--- src/rtl/div_pkg.sv ---
// Package: shared types for the multicycle divider.
// Assumes: the form encoding is fixed by the core's decoder (0 word, 2 wide, others long).
package div_pkg;

    typedef enum logic [1:0] {
        FORM_WORD = 2'd0,
        FORM_LONG = 2'd1,
        FORM_WIDE = 2'd2
    } div_form_e;

    typedef enum logic [1:0] {
        ST_IDLE = 2'd0,
        ST_RUN  = 2'd1,
        ST_FIN  = 2'd2
    } div_state_e;

endpackage

--- src/rtl/div_prep.sv ---
// Module: div_prep
// Picks the effective form, builds the dividend and divisor magnitudes,
// records operand signs, flags a zero divisor and gives the iteration count.
// Assumes: DATA_W is even; purely combinational.
module div_prep
    import div_pkg::*;
#(
    parameter int DATA_W = 32
) (
    input  logic [1:0]          form_i,
    input  logic                signed_i,
    input  logic                compact_i,
    input  logic [DATA_W-1:0]   quo_reg_i,
    input  logic [DATA_W-1:0]   rem_reg_i,
    input  logic [DATA_W-1:0]   divisor_i,
    output div_form_e           form_o,
    output logic [2*DATA_W-1:0] dvd_aligned_o,
    output logic [DATA_W-1:0]   dvs_mag_o,
    output logic                dvd_neg_o,
    output logic                dvs_neg_o,
    output logic                dvs_zero_o,
    output logic [$clog2(2*DATA_W+1)-1:0] iter_o
);
    localparam int WIDE_W = 2 * DATA_W;
    localparam int HALF_W = DATA_W / 2;
    localparam int CNT_W  = $clog2(WIDE_W + 1);

    logic [WIDE_W-1:0] wide_raw;
    logic [DATA_W-1:0] narrow_mag;
    logic [HALF_W-1:0] half_dvs;
    logic [HALF_W-1:0] half_mag;

    // Resolve the form: compact mode forces the long form.
    always_comb begin
        if (compact_i) begin
            form_o = FORM_LONG;
        end else begin
            case (form_i)
                2'd0:    form_o = FORM_WORD;
                2'd2:    form_o = FORM_WIDE;
                default: form_o = FORM_LONG;
            endcase
        end
    end

    // Dividend magnitude, left-aligned so its top bit enters the loop first.
    always_comb begin
        wide_raw   = {rem_reg_i, quo_reg_i};
        narrow_mag = '0;
        if (form_o == FORM_WIDE) begin
            dvd_neg_o     = signed_i & rem_reg_i[DATA_W-1];
            dvd_aligned_o = dvd_neg_o ? (~wide_raw + WIDE_W'(1)) : wide_raw;
            iter_o        = CNT_W'(WIDE_W);
        end else begin
            dvd_neg_o     = signed_i & quo_reg_i[DATA_W-1];
            narrow_mag    = dvd_neg_o ? (~quo_reg_i + DATA_W'(1)) : quo_reg_i;
            dvd_aligned_o = {narrow_mag, {DATA_W{1'b0}}};
            iter_o        = CNT_W'(DATA_W);
        end
    end

    // Divisor magnitude: half width in word form, full width otherwise.
    always_comb begin
        half_dvs = divisor_i[HALF_W-1:0];
        half_mag = '0;
        if (form_o == FORM_WORD) begin
            dvs_neg_o  = signed_i & half_dvs[HALF_W-1];
            half_mag   = dvs_neg_o ? (~half_dvs + HALF_W'(1)) : half_dvs;
            dvs_mag_o  = {{HALF_W{1'b0}}, half_mag};
            dvs_zero_o = (half_dvs == '0);
        end else begin
            dvs_neg_o  = signed_i & divisor_i[DATA_W-1];
            dvs_mag_o  = dvs_neg_o ? (~divisor_i + DATA_W'(1)) : divisor_i;
            dvs_zero_o = (divisor_i == '0);
        end
    end

endmodule

--- src/rtl/div_iter.sv ---
// Module: div_iter
// Restoring radix-2 shift-subtract engine on unsigned magnitudes.
// Each step shifts one dividend bit into the partial remainder and one
// quotient bit into the shift register.
// Assumes: dvs_i is nonzero while stepping; the partial remainder stays below it.
module div_iter #(
    parameter int DATA_W = 32
) (
    input  logic                clk,
    input  logic                rst_n,
    input  logic                load_i,
    input  logic                step_i,
    input  logic [2*DATA_W-1:0] dvd_i,
    input  logic [DATA_W-1:0]   dvs_i,
    output logic [2*DATA_W-1:0] quo_o,
    output logic [DATA_W-1:0]   rem_o
);
    localparam int WIDE_W = 2 * DATA_W;

    logic [WIDE_W-1:0] shift_q;
    logic [DATA_W-1:0] part_q;
    logic [DATA_W-1:0] dvs_q;
    logic [DATA_W:0]   trial;
    logic [DATA_W:0]   diff;
    logic              fits;

    // Trial subtraction of the divisor from the widened partial remainder.
    always_comb begin
        trial = {part_q, shift_q[WIDE_W-1]};
        diff  = trial - {1'b0, dvs_q};
        fits  = (trial >= {1'b0, dvs_q});
    end

    // Load operands, or advance one quotient bit per step.
    always_ff @(posedge clk) begin
        if (!rst_n) begin
            shift_q <= '0;
            part_q  <= '0;
            dvs_q   <= '0;
        end else if (load_i) begin
            shift_q <= dvd_i;
            part_q  <= '0;
            dvs_q   <= dvs_i;
        end else if (step_i) begin
            shift_q <= {shift_q[WIDE_W-2:0], fits};
            part_q  <= fits ? diff[DATA_W-1:0] : trial[DATA_W-1:0];
        end
    end

    assign quo_o = shift_q;
    assign rem_o = part_q;

endmodule

--- src/rtl/div_finish.sv ---
// Module: div_finish
// Restores signs, detects overflow at the result width, forms the flags
// and decides which registers are written.
// Assumes: magnitudes come from a completed division; combinational.
module div_finish
    import div_pkg::*;
#(
    parameter int DATA_W = 32
) (
    input  div_form_e           form_i,
    input  logic                signed_i,
    input  logic                compact_i,
    input  logic                same_idx_i,
    input  logic [3:0]          flags_i,
    input  logic                dvd_neg_i,
    input  logic                dvs_neg_i,
    input  logic                dz_i,
    input  logic [2*DATA_W-1:0] quo_mag_i,
    input  logic [DATA_W-1:0]   rem_mag_i,
    output logic [DATA_W-1:0]   quo_val_o,
    output logic [DATA_W-1:0]   rem_val_o,
    output logic                wr_quo_o,
    output logic                wr_rem_o,
    output logic [3:0]          flags_o
);
    localparam int WIDE_W = 2 * DATA_W;
    localparam int HALF_W = DATA_W / 2;

    logic              q_neg;
    logic [WIDE_W-1:0] quo_s;
    logic [DATA_W-1:0] rem_s;
    logic              hi_over_half, hi_over_full;
    logic [HALF_W-1:0] lo_half;
    logic [DATA_W-1:0] lo_full;
    logic              ovf_half, ovf_full, ovf;
    logic              n_res, z_res;

    // Apply result signs to the magnitudes.
    always_comb begin
        q_neg = dvd_neg_i ^ dvs_neg_i;
        quo_s = q_neg ? (~quo_mag_i + WIDE_W'(1)) : quo_mag_i;
        rem_s = dvd_neg_i ? (~rem_mag_i + DATA_W'(1)) : rem_mag_i;
    end

    // Overflow test on the magnitude against the signed or unsigned range.
    always_comb begin
        hi_over_half = |quo_mag_i[WIDE_W-1:HALF_W];
        hi_over_full = |quo_mag_i[WIDE_W-1:DATA_W];
        lo_half      = quo_mag_i[HALF_W-1:0];
        lo_full      = quo_mag_i[DATA_W-1:0];
        if (signed_i) begin
            ovf_half = hi_over_half | (q_neg ? (lo_half[HALF_W-1] & (|lo_half[HALF_W-2:0]))
                                             : lo_half[HALF_W-1]);
            ovf_full = hi_over_full | (q_neg ? (lo_full[DATA_W-1] & (|lo_full[DATA_W-2:0]))
                                             : lo_full[DATA_W-1]);
        end else begin
            ovf_half = hi_over_half;
            ovf_full = hi_over_full;
        end
        ovf = (form_i == FORM_WORD) ? ovf_half : ovf_full;
    end

    // Result values and quotient-derived N and Z.
    always_comb begin
        if (form_i == FORM_WORD) begin
            quo_val_o = {rem_s[HALF_W-1:0], quo_s[HALF_W-1:0]};
            n_res     = quo_s[HALF_W-1];
            z_res     = (quo_s[HALF_W-1:0] == '0);
        end else begin
            quo_val_o = quo_s[DATA_W-1:0];
            n_res     = quo_s[DATA_W-1];
            z_res     = (quo_s[DATA_W-1:0] == '0);
        end
        rem_val_o = rem_s;
    end

    // Write enables and flags by exception, overflow and mode.
    always_comb begin
        if (dz_i) begin
            wr_quo_o = 1'b0;
            wr_rem_o = 1'b0;
            flags_o  = flags_i;
        end else if (ovf) begin
            wr_quo_o = 1'b0;
            wr_rem_o = 1'b0;
            flags_o  = {flags_i[3], 1'b0, 1'b1, 1'b0};
        end else begin
            flags_o = {n_res, z_res, 1'b0, 1'b0};
            if (form_i == FORM_WORD) begin
                wr_quo_o = 1'b1;
                wr_rem_o = 1'b0;
            end else if (compact_i) begin
                wr_quo_o = same_idx_i;
                wr_rem_o = ~same_idx_i;
            end else begin
                wr_quo_o = 1'b1;
                wr_rem_o = ~same_idx_i;
            end
        end
    end

endmodule

--- src/rtl/div_flag_unit.sv ---
// Module: div_flag_unit (top)
// Sequences a division: captures operands on start, runs one quotient bit
// per cycle, then registers values, enables, flags and the exception.
// Assumes: start_i is a single-cycle request; outputs hold until the next done.
module div_flag_unit
    import div_pkg::*;
#(
    parameter int DATA_W = 32
) (
    input  logic              clk,
    input  logic              rst_n,
    input  logic              start_i,
    input  logic [1:0]        form_i,
    input  logic              signed_i,
    input  logic              compact_i,
    input  logic              same_idx_i,
    input  logic [DATA_W-1:0] quo_reg_i,
    input  logic [DATA_W-1:0] rem_reg_i,
    input  logic [DATA_W-1:0] divisor_i,
    input  logic [3:0]        flags_i,
    output logic              busy_o,
    output logic              done_o,
    output logic              dz_o,
    output logic              wr_quo_o,
    output logic              wr_rem_o,
    output logic [DATA_W-1:0] quo_val_o,
    output logic [DATA_W-1:0] rem_val_o,
    output logic [3:0]        flags_o
);
    localparam int WIDE_W = 2 * DATA_W;
    localparam int CNT_W  = $clog2(WIDE_W + 1);

    div_state_e        state_q;
    logic [CNT_W-1:0]  cnt_q;
    div_form_e         form_q;
    logic              signed_q, compact_q, same_q, dvd_neg_q, dvs_neg_q, dz_q;
    logic [3:0]        flin_q;

    div_form_e         p_form;
    logic [WIDE_W-1:0] p_dvd;
    logic [DATA_W-1:0] p_dvs;
    logic              p_dvd_neg, p_dvs_neg, p_zero;
    logic [CNT_W-1:0]  p_iter;

    logic              load, step;
    logic [WIDE_W-1:0] quo_mag;
    logic [DATA_W-1:0] rem_mag;

    logic [DATA_W-1:0] f_quo, f_rem;
    logic              f_wq, f_wr;
    logic [3:0]        f_flags;

    div_prep #(.DATA_W(DATA_W)) u_prep (
        .form_i        (form_i),
        .signed_i      (signed_i),
        .compact_i     (compact_i),
        .quo_reg_i     (quo_reg_i),
        .rem_reg_i     (rem_reg_i),
        .divisor_i     (divisor_i),
        .form_o        (p_form),
        .dvd_aligned_o (p_dvd),
        .dvs_mag_o     (p_dvs),
        .dvd_neg_o     (p_dvd_neg),
        .dvs_neg_o     (p_dvs_neg),
        .dvs_zero_o    (p_zero),
        .iter_o        (p_iter)
    );

    assign load = (state_q == ST_IDLE) && start_i;
    assign step = (state_q == ST_RUN);

    div_iter #(.DATA_W(DATA_W)) u_iter (
        .clk    (clk),
        .rst_n  (rst_n),
        .load_i (load),
        .step_i (step),
        .dvd_i  (p_dvd),
        .dvs_i  (p_dvs),
        .quo_o  (quo_mag),
        .rem_o  (rem_mag)
    );

    div_finish #(.DATA_W(DATA_W)) u_fin (
        .form_i     (form_q),
        .signed_i   (signed_q),
        .compact_i  (compact_q),
        .same_idx_i (same_q),
        .flags_i    (flin_q),
        .dvd_neg_i  (dvd_neg_q),
        .dvs_neg_i  (dvs_neg_q),
        .dz_i       (dz_q),
        .quo_mag_i  (quo_mag),
        .rem_mag_i  (rem_mag),
        .quo_val_o  (f_quo),
        .rem_val_o  (f_rem),
        .wr_quo_o   (f_wq),
        .wr_rem_o   (f_wr),
        .flags_o    (f_flags)
    );

    // Sequencer: capture context on start, count steps, then finish.
    always_ff @(posedge clk) begin
        if (!rst_n) begin
            state_q   <= ST_IDLE;
            cnt_q     <= '0;
            form_q    <= FORM_WORD;
            signed_q  <= 1'b0;
            compact_q <= 1'b0;
            same_q    <= 1'b0;
            dvd_neg_q <= 1'b0;
            dvs_neg_q <= 1'b0;
            dz_q      <= 1'b0;
            flin_q    <= '0;
        end else begin
            case (state_q)
                ST_IDLE: begin
                    if (start_i) begin
                        form_q    <= p_form;
                        signed_q  <= signed_i;
                        compact_q <= compact_i;
                        same_q    <= same_idx_i;
                        dvd_neg_q <= p_dvd_neg;
                        dvs_neg_q <= p_dvs_neg;
                        dz_q      <= p_zero;
                        flin_q    <= flags_i;
                        cnt_q     <= p_iter;
                        state_q   <= p_zero ? ST_FIN : ST_RUN;
                    end
                end
                ST_RUN: begin
                    cnt_q <= cnt_q - CNT_W'(1);
                    if (cnt_q == CNT_W'(1)) begin
                        state_q <= ST_FIN;
                    end
                end
                default: begin
                    state_q <= ST_IDLE;
                end
            endcase
        end
    end

    // Result registers: loaded only in the finish state, held otherwise.
    always_ff @(posedge clk) begin
        if (!rst_n) begin
            done_o    <= 1'b0;
            dz_o      <= 1'b0;
            wr_quo_o  <= 1'b0;
            wr_rem_o  <= 1'b0;
            quo_val_o <= '0;
            rem_val_o <= '0;
            flags_o   <= '0;
        end else begin
            done_o <= (state_q == ST_FIN);
            if (state_q == ST_FIN) begin
                dz_o      <= dz_q;
                wr_quo_o  <= f_wq;
                wr_rem_o  <= f_wr;
                quo_val_o <= f_quo;
                rem_val_o <= f_rem;
                flags_o   <= f_flags;
            end
        end
    end

    assign busy_o = (state_q != ST_IDLE);

endmodule

--- config.mk ---
export PLATFORM = sky130hd
export DESIGN_NAME = div_flag_unit
export DESIGN_NICKNAME = d
export VERILOG_FILES = /design/src/rtl/div_pkg.sv /design/src/rtl/div_prep.sv /design/src/rtl/div_iter.sv /design/src/rtl/div_finish.sv /design/src/rtl/div_flag_unit.sv
export SDC_FILE = /design/constraint.sdc
export NUM_CORES = 1
export LEC_CHECK = 0
export CORE_MARGIN = 2
export CORE_UTILIZATION = 30
export DETAILED_ROUTE_END_ITERATION = 10
export DONT_BUFFER_PORTS = 1
export RECOVER_POWER = 100
export SYNTH_ARGS = -nofsm -noshare
export SYNTH_HDL_FRONTEND = slang
export SYNTH_HIERARCHICAL = 1
export SYNTH_SLANG_ARGS = --single-unit
--- constraint.sdc ---
create_clock -name clk -period 3 [get_ports clk]
set_input_delay 0.45 -clock clk [delete_from_list [all_inputs] [get_ports clk]]
set_output_delay 0.45 -clock clk [all_outputs]
set_load 0.01 [all_outputs]
==> metrics.yaml, run 1 <==
status: "completed"
worstSkewPairLatency_ns: 0.56
r2r-start: "u_iter/quo_o[25]"
crit_arrival_ns: 3.30
gp_congestion: 0.9423
via_per_inst: 5.404
cap_violations: 0
area_growth_pct: 13.29
multiInputGateArea_um2: 11170
core-area_um2: 54030
grt_pass1_wl_mm: 87.72
r2r-end: "flags_o[1]"
async_flop_share: 0
ir_drop_v: 0.0004007
synth_top_flop_cell: "dfxtp_1"
cts_tree: "built"
post_synth.cell_area_avg_um2: 7.236
dieArea_um2: 56780
netlist.area_leader.share: 0.2687
synth_common_cells: "399 x nand2_1, 221 x dfxtp_1, 201 x a21oi_1"
worstSetupEndpointType: "flip-flop"
io_pins: 181
cts_max_level: 1
clock_skew_ns: 0.02411
clockPowerShare: 0.349
timing.final.crit_share: 0.9623
drive_gt1_frac: 0.09385
drc: 0
swShare: 0.3422
r2r_slack_ns: 0.11
drt_pass1_iterations: 6
num_rows: 85
p_per_area_nw_per_um2: 533.6
dp_hpwl_mm: 44.15
p_seq_frac: 0.324
wl_per_cell_um: 18.99
grtUsageTotal: 0.1926
final_nets: 2419
p_comb_frac: 0.327
cp-start-kind: "flip-flop"
place_ws_ns: -0.08543
fin_tns_setup_ns: 0
ys_warn_count: 6
critPathRequiredTime_ns: 3.41
die_h_um: 238.3
maxSlewViolCount: 0
r2r_cells: 9
clock.fmax_ghz: 0.3464
hold_depth: 1
grt_max_degree: 173
worstSetupPathType: "flip-flop to flip-flop"
portBuffers: 0
netlist_instances: 2276
ant_nets: 0
dieWidth_um: 238.3
first_iter_violations: 1369
synth_edf_count: 0
setup_slack_ns: 0.1132
synth_top_cell_by_area: "dfxtp_1"
clock-root-buffer: "clkbuf_16"
switchingPower_mw: 3.406
antenna_found_initial: 0
rsz0062_at_grt: "yes"
synthMostInstantiatedCell: "nand2_1"
syn-cell-area_um2: 16470
cts_buffers: 27
crit_path_max_fanout: 6
synth.area.top_cells: "dfxtp_1 27%, nand2_1 9.1%, xnor2_1 7.0%"
p_int_mw: 6.549
worstHoldPathType: "input pin to flip-flop"
first_global_vias: 15166
cts.clk_slew.worst_paths_ns: 0.06
ys_ff_latch: 221
hold_viol: 0
gr-total-overflow: 0
ys_types: 93
num_vias: 16148
period_minus_slack_ns: 2.887
seq_area_um2: 4425
clock_sinks: 221
max-slew-margin-rel: 0.1584
ys_seq_area_frac: 0.2687
fillerInstances: 5663
hold_path_end: "u_iter/quo_o[17]"
drt_wl_total_mm: 56.75
leakagePower_nw: 7.015
tightest_slew_ns: 1.262
setup_viol: 0
start_util: 0.3048
hold_start: "rst_n"
cts_buffer_depth: 3
==> worst max-delay path, stage by stage (launching register included) <==
cell     delay [ns]
dfxtp_1        0.38
or4_1          0.58
nor4_1         0.37
a21oi_2        0.18
or4_4          0.59
a21oi_1        0.30
buf_4          0.17
a21oi_1        0.03
nand2_1        0.07
a21oi_1        0.06
==> layout make-up <==
cell class,instances,share of cell area
multi-input combinational,1834,0.5986
sequential,221,0.2372
timing repair buffer,125,0.05352
tap,696,0.04668
clock buffer,38,0.04326
inverter,63,0.01281
clock inverter,10,0.007847
antenna,1,0.0001341
==> metrics by stage <==
step                      cell area, um2  std cells  utilization  hold WS [ns]  total power, mW
after detailed placement           17680       2937       0.3273        0.4473            6.465
after floorplan                    16480       2280            -        0.4317            5.592
after CTS                          18640       2985       0.3450      0.003677            9.970
after global placement             17680       2937       0.3273        0.4429            6.425
after global routing               18650       2987       0.3453     0.0005561            10.49
final                              18660       2988       0.3453       0.01826            9.955
==> flip-flops by register name, summed over array words and instances, names as in the netlist, 4 cells and up <==
signal,count
u_iter/dvs_q,32
u_iter/quo_o,64
u_iter/rem_o,32
flags_o,4
quo_val_o,32
cnt_q,7
flin_q,4
rem_val_o,32
==> cells by family after synthesis <==
family	synth area share
and+or+nand+nor	0.2684
AOI/OAI and AO/OA	0.2060
buffers and inverters	0.05744
DFF	0.2687
xor gates and xnor gates	0.1010
muxes	0.06815
adders and majority gates	0.03009
other	0.0002277
==> routing by layer <==
layer,wire (um),GRT usage,vias to the layer above
li1,-,-,7926
met4,1422,0.05436,0
met3,5125,0.04732,80
met5,0,0,-
met1,25870,0.2666,7578
met2,24330,0.2960,564
==> what timing repair did <==
action,4_1_cts,5_1_grt
setup buffers,0,2
endpoints found under the setup margin,1,29
hold buffers,0,0
resized for setup,1,10
pin swaps,1,4
gates cloned,0,0
==> how the worst max path moves through the flow <==
| stage | start | to | slack, ns |
|---|---|---|---|
| 2_1_floorplan | u_iter/quo_o[16] | flags_o[3] | 0.34 |
| 3_3_place_gp | divisor_i[21] | state_q[1] | -0.10 |
| 3_5_place_dp | divisor_i[21] | state_q[1] | -0.09 |
| 4_1_cts | u_iter/quo_o[1] | flags_o[2] | 0.03 |
| 5_1_grt | u_iter/quo_o[2] | flags_o[2] | -0.07 |
| 6_report | u_iter/quo_o[25] | flags_o[1] | 0.11 |
==> cell usage in the layout, fill, tap and decap left out, drive strengths merged, types with 44 or more instances in the layout <==
cell type	netlist	layout
nor2	162	162
mux2i	111	111
dfxtp	221	221
buf	42	119
o21ai	168	168
nand2	399	399
nor3	54	54
xor2	59	59
clkbuf	120	44
xnor2	131	131
and2	77	77
a21oi	204	204
inv	62	66
a31oi	57	57
==> power groups by stage <==
stage	Combinational, mW	Sequential, mW	Clock, mW
3_3_place_gp	3.15	3.28	0
6_report	3.26	3.22	3.48
2_1_floorplan	2.34	3.25	0
4_1_cts	3.20	3.22	3.55
3_5_place_dp	3.18	3.28	0
5_1_grt	3.58	3.24	3.67
Note: power is estimated with default switching activity, not from simulation.
==> run 2, diff against run 1 <==
RECOVER_POWER = default   (was 100)
==> run 2 against run 1 <==
  * Routed wire length is 0.20% higher
  * Sequential power hardly changed
  * Count of clock-buffer cells in the layout stayed put
  * Critical path depth stayed put
  * Largest cell class unchanged
  * Non-clock buffer count stayed put
  * Clock skew is 0.0031 ns lower
  * Highest routed layer unchanged
  * Design area is 0.19% higher
  * Combinational power hardly changed
  * Register-to-register slack hardly changed
  * Power is 0.18% higher
  * First-iteration DRC count is 1.4% lower
  * Largest power group unchanged
==> metrics.yaml, run 2 (synthesis gave the netlist of run 1 again) <==
max-slew-margin-rel: 0.3509
cp-start-kind: "flip-flop"
drt_pass1_iterations: 5
p_per_area_nw_per_um2: 533.6
cp_top_family: "simple AND/OR/NAND/NOR gates"
clock_skew_ns: 0.02104
placed_cell_area_um2: 17680
die_h_um: 238.3
cp_slowest_cell: "or4_4"
period_minus_slack_ns: 2.883
fin_tns_setup_ns: 0
worst-path-buf-inv: 1
cp_common_cell: "a21oi_1"
crit_arrival_ns: 3.30
core-area_um2: 54030
dieArea_um2: 56780
antenna_found_initial: 0
worstSetupEndpointType: "flip-flop"
portBuffers: 0
gp_congestion: 0.9423
first_iter_violations: 1350
clock_sinks: 221
cts_tree: "built"
dieWidth_um: 238.3
crit_path_max_fanout: 6
wl_per_cell_um: 19.03
ant_nets: 0
cts_max_level: 1
holdWs_ns: 0.02036
num_rows: 85
via_per_inst: 5.418
max_stage_delay_ns: 0.59
clock.fmax_ghz: 0.3469
worstPathCellList: "or4_1 > nor4_1 > a21oi_2 > or4_4 > a21oi_1 > buf_4 > a21oi_1 > nand2_1 > a21oi_1"
worstSetupPathType: "flip-flop to flip-flop"
p_total_mw: 9.973
drt_wl_total_mm: 56.86
grt_pass1_wl_mm: 87.72
final_common_cell: "nand2_1"
grtUsageTotal: 0.1926
drive_gt1_frac: 0.09734
cts.clk_slew.worst_paths_ns: 0.06
critPathRequiredTime_ns: 3.41
tightest_slew_ns: 0.9715
drc: 0
largest_reg_flops: 64
dp_hpwl_mm: 44.15
timing.final.crit_share: 0.9608
setup_viol: 0
hold_viol: 0
cap_violations: 0
cts_buffers: 27
final_nets: 2419
num_vias: 16189
grt_max_degree: 173
start_util: 0.3048
rsz0062_at_grt: "yes"
gr-total-overflow: 0
io_pins: 181
maxSlewViolCount: 0
status: "completed"
leakagePower_nw: 7.048
first_global_vias: 15166
worstSkewPairLatency_ns: 0.56
cts_buffer_depth: 3
final_cell_mix: "398 x nand2_1, 220 x dfxtp_1, 201 x a21oi_1"
ir_drop_v: 0.0003997
area_growth_pct: 13.50
ctsHoldBuffers: 0
clock-root-buffer: "clkbuf_16"
worstHoldPathType: "input pin to flip-flop"
post-route-cell-area_um2: 18690
-- run 2: changes by cell type in the layout (fill, tap and decap cells not counted), sizes merged --
cell	before	now
clkbuf	44	38
buf	119	125
-- run 2: final cells by class --
class / count / area [um2]
repair buffers: 125 / 1030
multi-input cells: 1834 / 11170
fillers: 5661 / 35340
inverters: 63 / 241.5
diodes: 1 / 2.502
clock inverters: 10 / 146.4
flip-flops and latches: 221 / 4425
clock buffers: 38 / 807.0
well taps: 696 / 870.8
-- run 2: worst register-to-register path, cell delays in order, from the launching register on --
cell and delay, ns:
dfxtp_1 0.37, or4_1 0.58, nor4_1 0.37, a21oi_2 0.18, or4_4 0.59, a21oi_1 0.30, buf_4 0.17, a21oi_1 0.03
nand2_1 0.07, a21oi_1 0.06
-- run 2: final timing paths --
check | startpoint | to | slack [ns] | depth (start not counted)
max | u_iter/quo_o[25] | flags_o[1] | 0.12 | 9
min | rst_n | u_iter/quo_o[17] | 0.02 | 1
max reg2reg | u_iter/quo_o[25] | flags_o[1] | 0.12 | 9
min reg2reg | flin_q[0] | flin_q[0] | 0.45 | 2
-- run 2: what timing repair did --
item	4_1_cts	5_1_grt
gates resized for setup	1	10
pin swaps	1	4
buffers inserted	0	2
setup endpoints to repair	1	29
-- run 2: routing by layer --
metal | vias to the layer above | track usage | routed length [um]
met4 | 0 | 0.05436 | 1411
met1 | 7628 | 0.2666 | 26300
met5 | - | 0 | 0
met2 | 557 | 0.2960 | 24300
met3 | 78 | 0.04732 | 4846
li1 | 7926 | - | -
-- run 2: power breakdown --
group | internal (mW) | total (mW) | switching, mW
combinational | 1.35 | 3.27 | 1.92
clock | 2.13 | 3.48 | 1.35
sequential | 3.08 | 3.22 | 0.142
total | 6.56 | 9.97 | 3.42
-- run 2: stage by stage --
step / setup WS [ns] / instances / utilization
6_report: 0.1175 / 2988 / 0.3460
4_1_cts: 0.02718 / 2985 / 0.3450
3_3_place_gp: -0.1006 / 2937 / 0.3273
3_5_place_dp: -0.08543 / 2937 / 0.3273
5_1_grt: -0.06709 / 2987 / 0.3459
2_1_floorplan: 0.3353 / 2280 / -
==> run 3, diff against run 2 <==
ABC_AREA = 1   (was default)
==> run 3 against run 2 <==
  * Sequential power up 2%
  * Largest power group unchanged
  * Core utilization shrank 1.7 points
  * Non-clock buffer count is 86 lower
  * Combinational power down 27%
  * Fmax up 13%
  * Design area increased by 8.3%
==> metrics.yaml, run 3 <==
status: "completed"
netlist_instances: 3273
period_minus_slack_ns: 2.561
gr-total-overflow: 0
critPathRequiredTime_ns: 3.44
clock.fmax_ghz: 0.3904
grtUsageTotal: 0.2009
worstSetupEndpointType: "flip-flop"
cap_violations: 0
synthMostInstantiatedCell: "nand2_1"
crit_arrival_ns: 3.01
num_rows: 91
startpoint: "u_iter/rem_o[0]"
io_pins: 181
drt_pass1_iterations: 8
ctsHoldBuffers: 5
via_per_inst: 4.842
dp_hpwl_mm: 51.77
ys_types: 54
tightest_slew_ns: 0.8991
netlist.area_leader.share: 0.2379
hold_start: "flags_i[3]"
p_per_area_nw_per_um2: 459.5
drc: 0
grt_pass1_wl_mm: 101.5
synth_edf_count: 0
maxSlewViolCount: 0
synth_top_flop_cell: "dfxtp_1"
clock_skew_ns: 0.02463
crit_path_max_fanout: 5
drive_gt1_frac: 0.06211
setup_viol: 0
first_iter_violations: 1549
ant_nets: 0
cp_top_family: "simple AND/OR/NAND/NOR gates"
num_vias: 19503
worstHoldPathType: "input pin to flip-flop"
hold_viol: 0
clock_sinks: 221
cts_buffers: 27
cts_setup_buffers: 0
gp_congestion: 0.9808
antenna_found_initial: 1
ir_drop_v: 0.0004410
worst-path-buf-inv: 2
cts.clk_slew.worst_paths_ns: 0.06
synth_common_cells: "858 x nand2_1, 518 x nor2_1, 504 x inv_1"
max-slew-margin-rel: 0.3999
multiInputGateArea_um2: 11580
post_synth.cell_area_avg_um2: 5.682
place_ws_ns: 0.5101
clock-root-buffer: "clkbuf_16"
cts_max_level: 1
wl_per_cell_um: 16.40
ys_seq_area_frac: 0.2379
worstPathCellList: "inv_1 > ha_1 > inv_1 > nor3_1 > nand2_1 > nor2_1 > nand2_1 > o21ai_1 > nand2_1 > a21oi_2 > o21ai_0 > xor2_1 > nor2_1 > nor2_1"
first_global_vias: 17992
async_flop_share: 0
worstSkewPairLatency_ns: 0.57
start_util: 0.3025
ys_ff_latch: 221
synth.area.top_cells: "dfxtp_1 24%, nand2_1 17%, nor2_1 10%"
final_cell_mix: "858 x nand2_1, 518 x nor2_1, 503 x inv_1"
timing.final.crit_share: 0.8538
cp-start-kind: "flip-flop"
cp_slowest_cell: "dfxtp_1"
ys_warn_count: 6
core-area_um2: 61480
seq_area_um2: 4424
fin_tns_setup_ns: 0
grt_max_degree: 178
worstSetupPathType: "flip-flop to flip-flop"
largest_reg_flops: 64
fin_cells: 4028
synth_top_cell_by_area: "dfxtp_1"
placed_cell_area_um2: 19220
die_h_um: 253.0
post-route-cell-area_um2: 20250
rsz0062_at_grt: "no"
final_nets: 3362
cts_tree: "built"
dieArea_um2: 64000
cts_buffer_depth: 3
drt_wl_total_mm: 66.07
portBuffers: 0
syn-cell-area_um2: 18600
r2r-start: "u_iter/rem_o[0]"
dieWidth_um: 253.0
max_stage_delay_ns: 0.36
setup_slack_ns: 0.4386
final_common_cell: "nand2_1"
post-place-cells: 3971
fillerInstances: 6927
cts-resized-gates: 0
area_growth_pct: 8.895
leakagePower_nw: 10.31
==> run 3: report_power, final <==
| group | leakage [nW] | switching, mW | total (mW) | internal (mW) |
|---|---|---|---|---|
| sequential | 1.80 | 0.162 | 3.30 | 3.14 |
| combinational | 8.03 | 1.65 | 2.38 | 0.734 |
| clock | 0.480 | 1.38 | 3.62 | 2.24 |
| total | 10.3 | 3.19 | 9.31 | 6.12 |
==> run 3: final timing paths <==
check | endpoint | slack (ns) | depth (start not counted)
hold / removal | flin_q[3] | 0.03 | 2
setup reg to reg | rem_val_o[26] | 0.44 | 14
setup / recovery | rem_val_o[26] | 0.44 | 14
hold reg to reg | u_iter/dvs_q[6] | 0.46 | 2
==> run 3: worst reg2reg max path: stages (launching register included) <==
cell	delay [ns]
dfxtp_1	0.36
inv_1	0.14
ha_1	0.16
inv_1	0.05
nor3_1	0.20
nand2_1	0.12
nor2_1	0.19
nand2_1	0.11
o21ai_1	0.26
nand2_1	0.17
a21oi_2	0.21
o21ai_0	0.14
xor2_1	0.16
nor2_1	0.11
nor2_1	0.06
==> run 3: per-stage QoR <==
| stage | hold WS, ns | total power, mW | util |
|---|---|---|---|
| CTS | 0.0004662 | 9.371 | 0.3293 |
| global route | 0.02307 | 9.832 | 0.3294 |
| finish | 0.02787 | 9.305 | 0.3294 |
| global placement | 0.4561 | 5.717 | 0.3127 |
| detailed placement | 0.4552 | 5.715 | 0.3127 |
| floorplan | 0.4334 | 5.162 | - |
==> run 3: area by class of cell <==
| type | count | area share |
|---|---|---|
| Timing Repair Buffer | 39 | 0.01569 |
| Clock inverter | 16 | 0.01186 |
| Sequential cell | 221 | 0.2185 |
| Clock buffer | 34 | 0.03614 |
| Inverter | 524 | 0.09713 |
| Tap cell | 790 | 0.04881 |
| Antenna cell | 2 | 0.0002471 |
| Multi-Input combinational cell | 2402 | 0.5716 |
==> run 3: per-layer routing <==
| metal | track usage | wire length, um | vias to the layer above |
|---|---|---|---|
| li1 | - | - | 10093 |
| met1 | 0.2463 | 27780 | 8761 |
| met2 | 0.3438 | 30990 | 531 |
| met3 | 0.03855 | 4377 | 118 |
| met4 | 0.08233 | 2925 | 0 |
| met5 | 0 | 0 | - |
==> run 3: logic make-up after synthesis <==
| logic type | share of synthesized area |
|---|---|
| AO/OA/AOI/OAI | 0.1469 |
| XOR/XNOR | 0.04373 |
| adder cells (fa/ha/maj) | 0.02664 |
| buffers and inverters | 0.1407 |
| flip-flops | 0.2379 |
| other | 0.0002016 |
| AND/OR/NAND/NOR | 0.4040 |
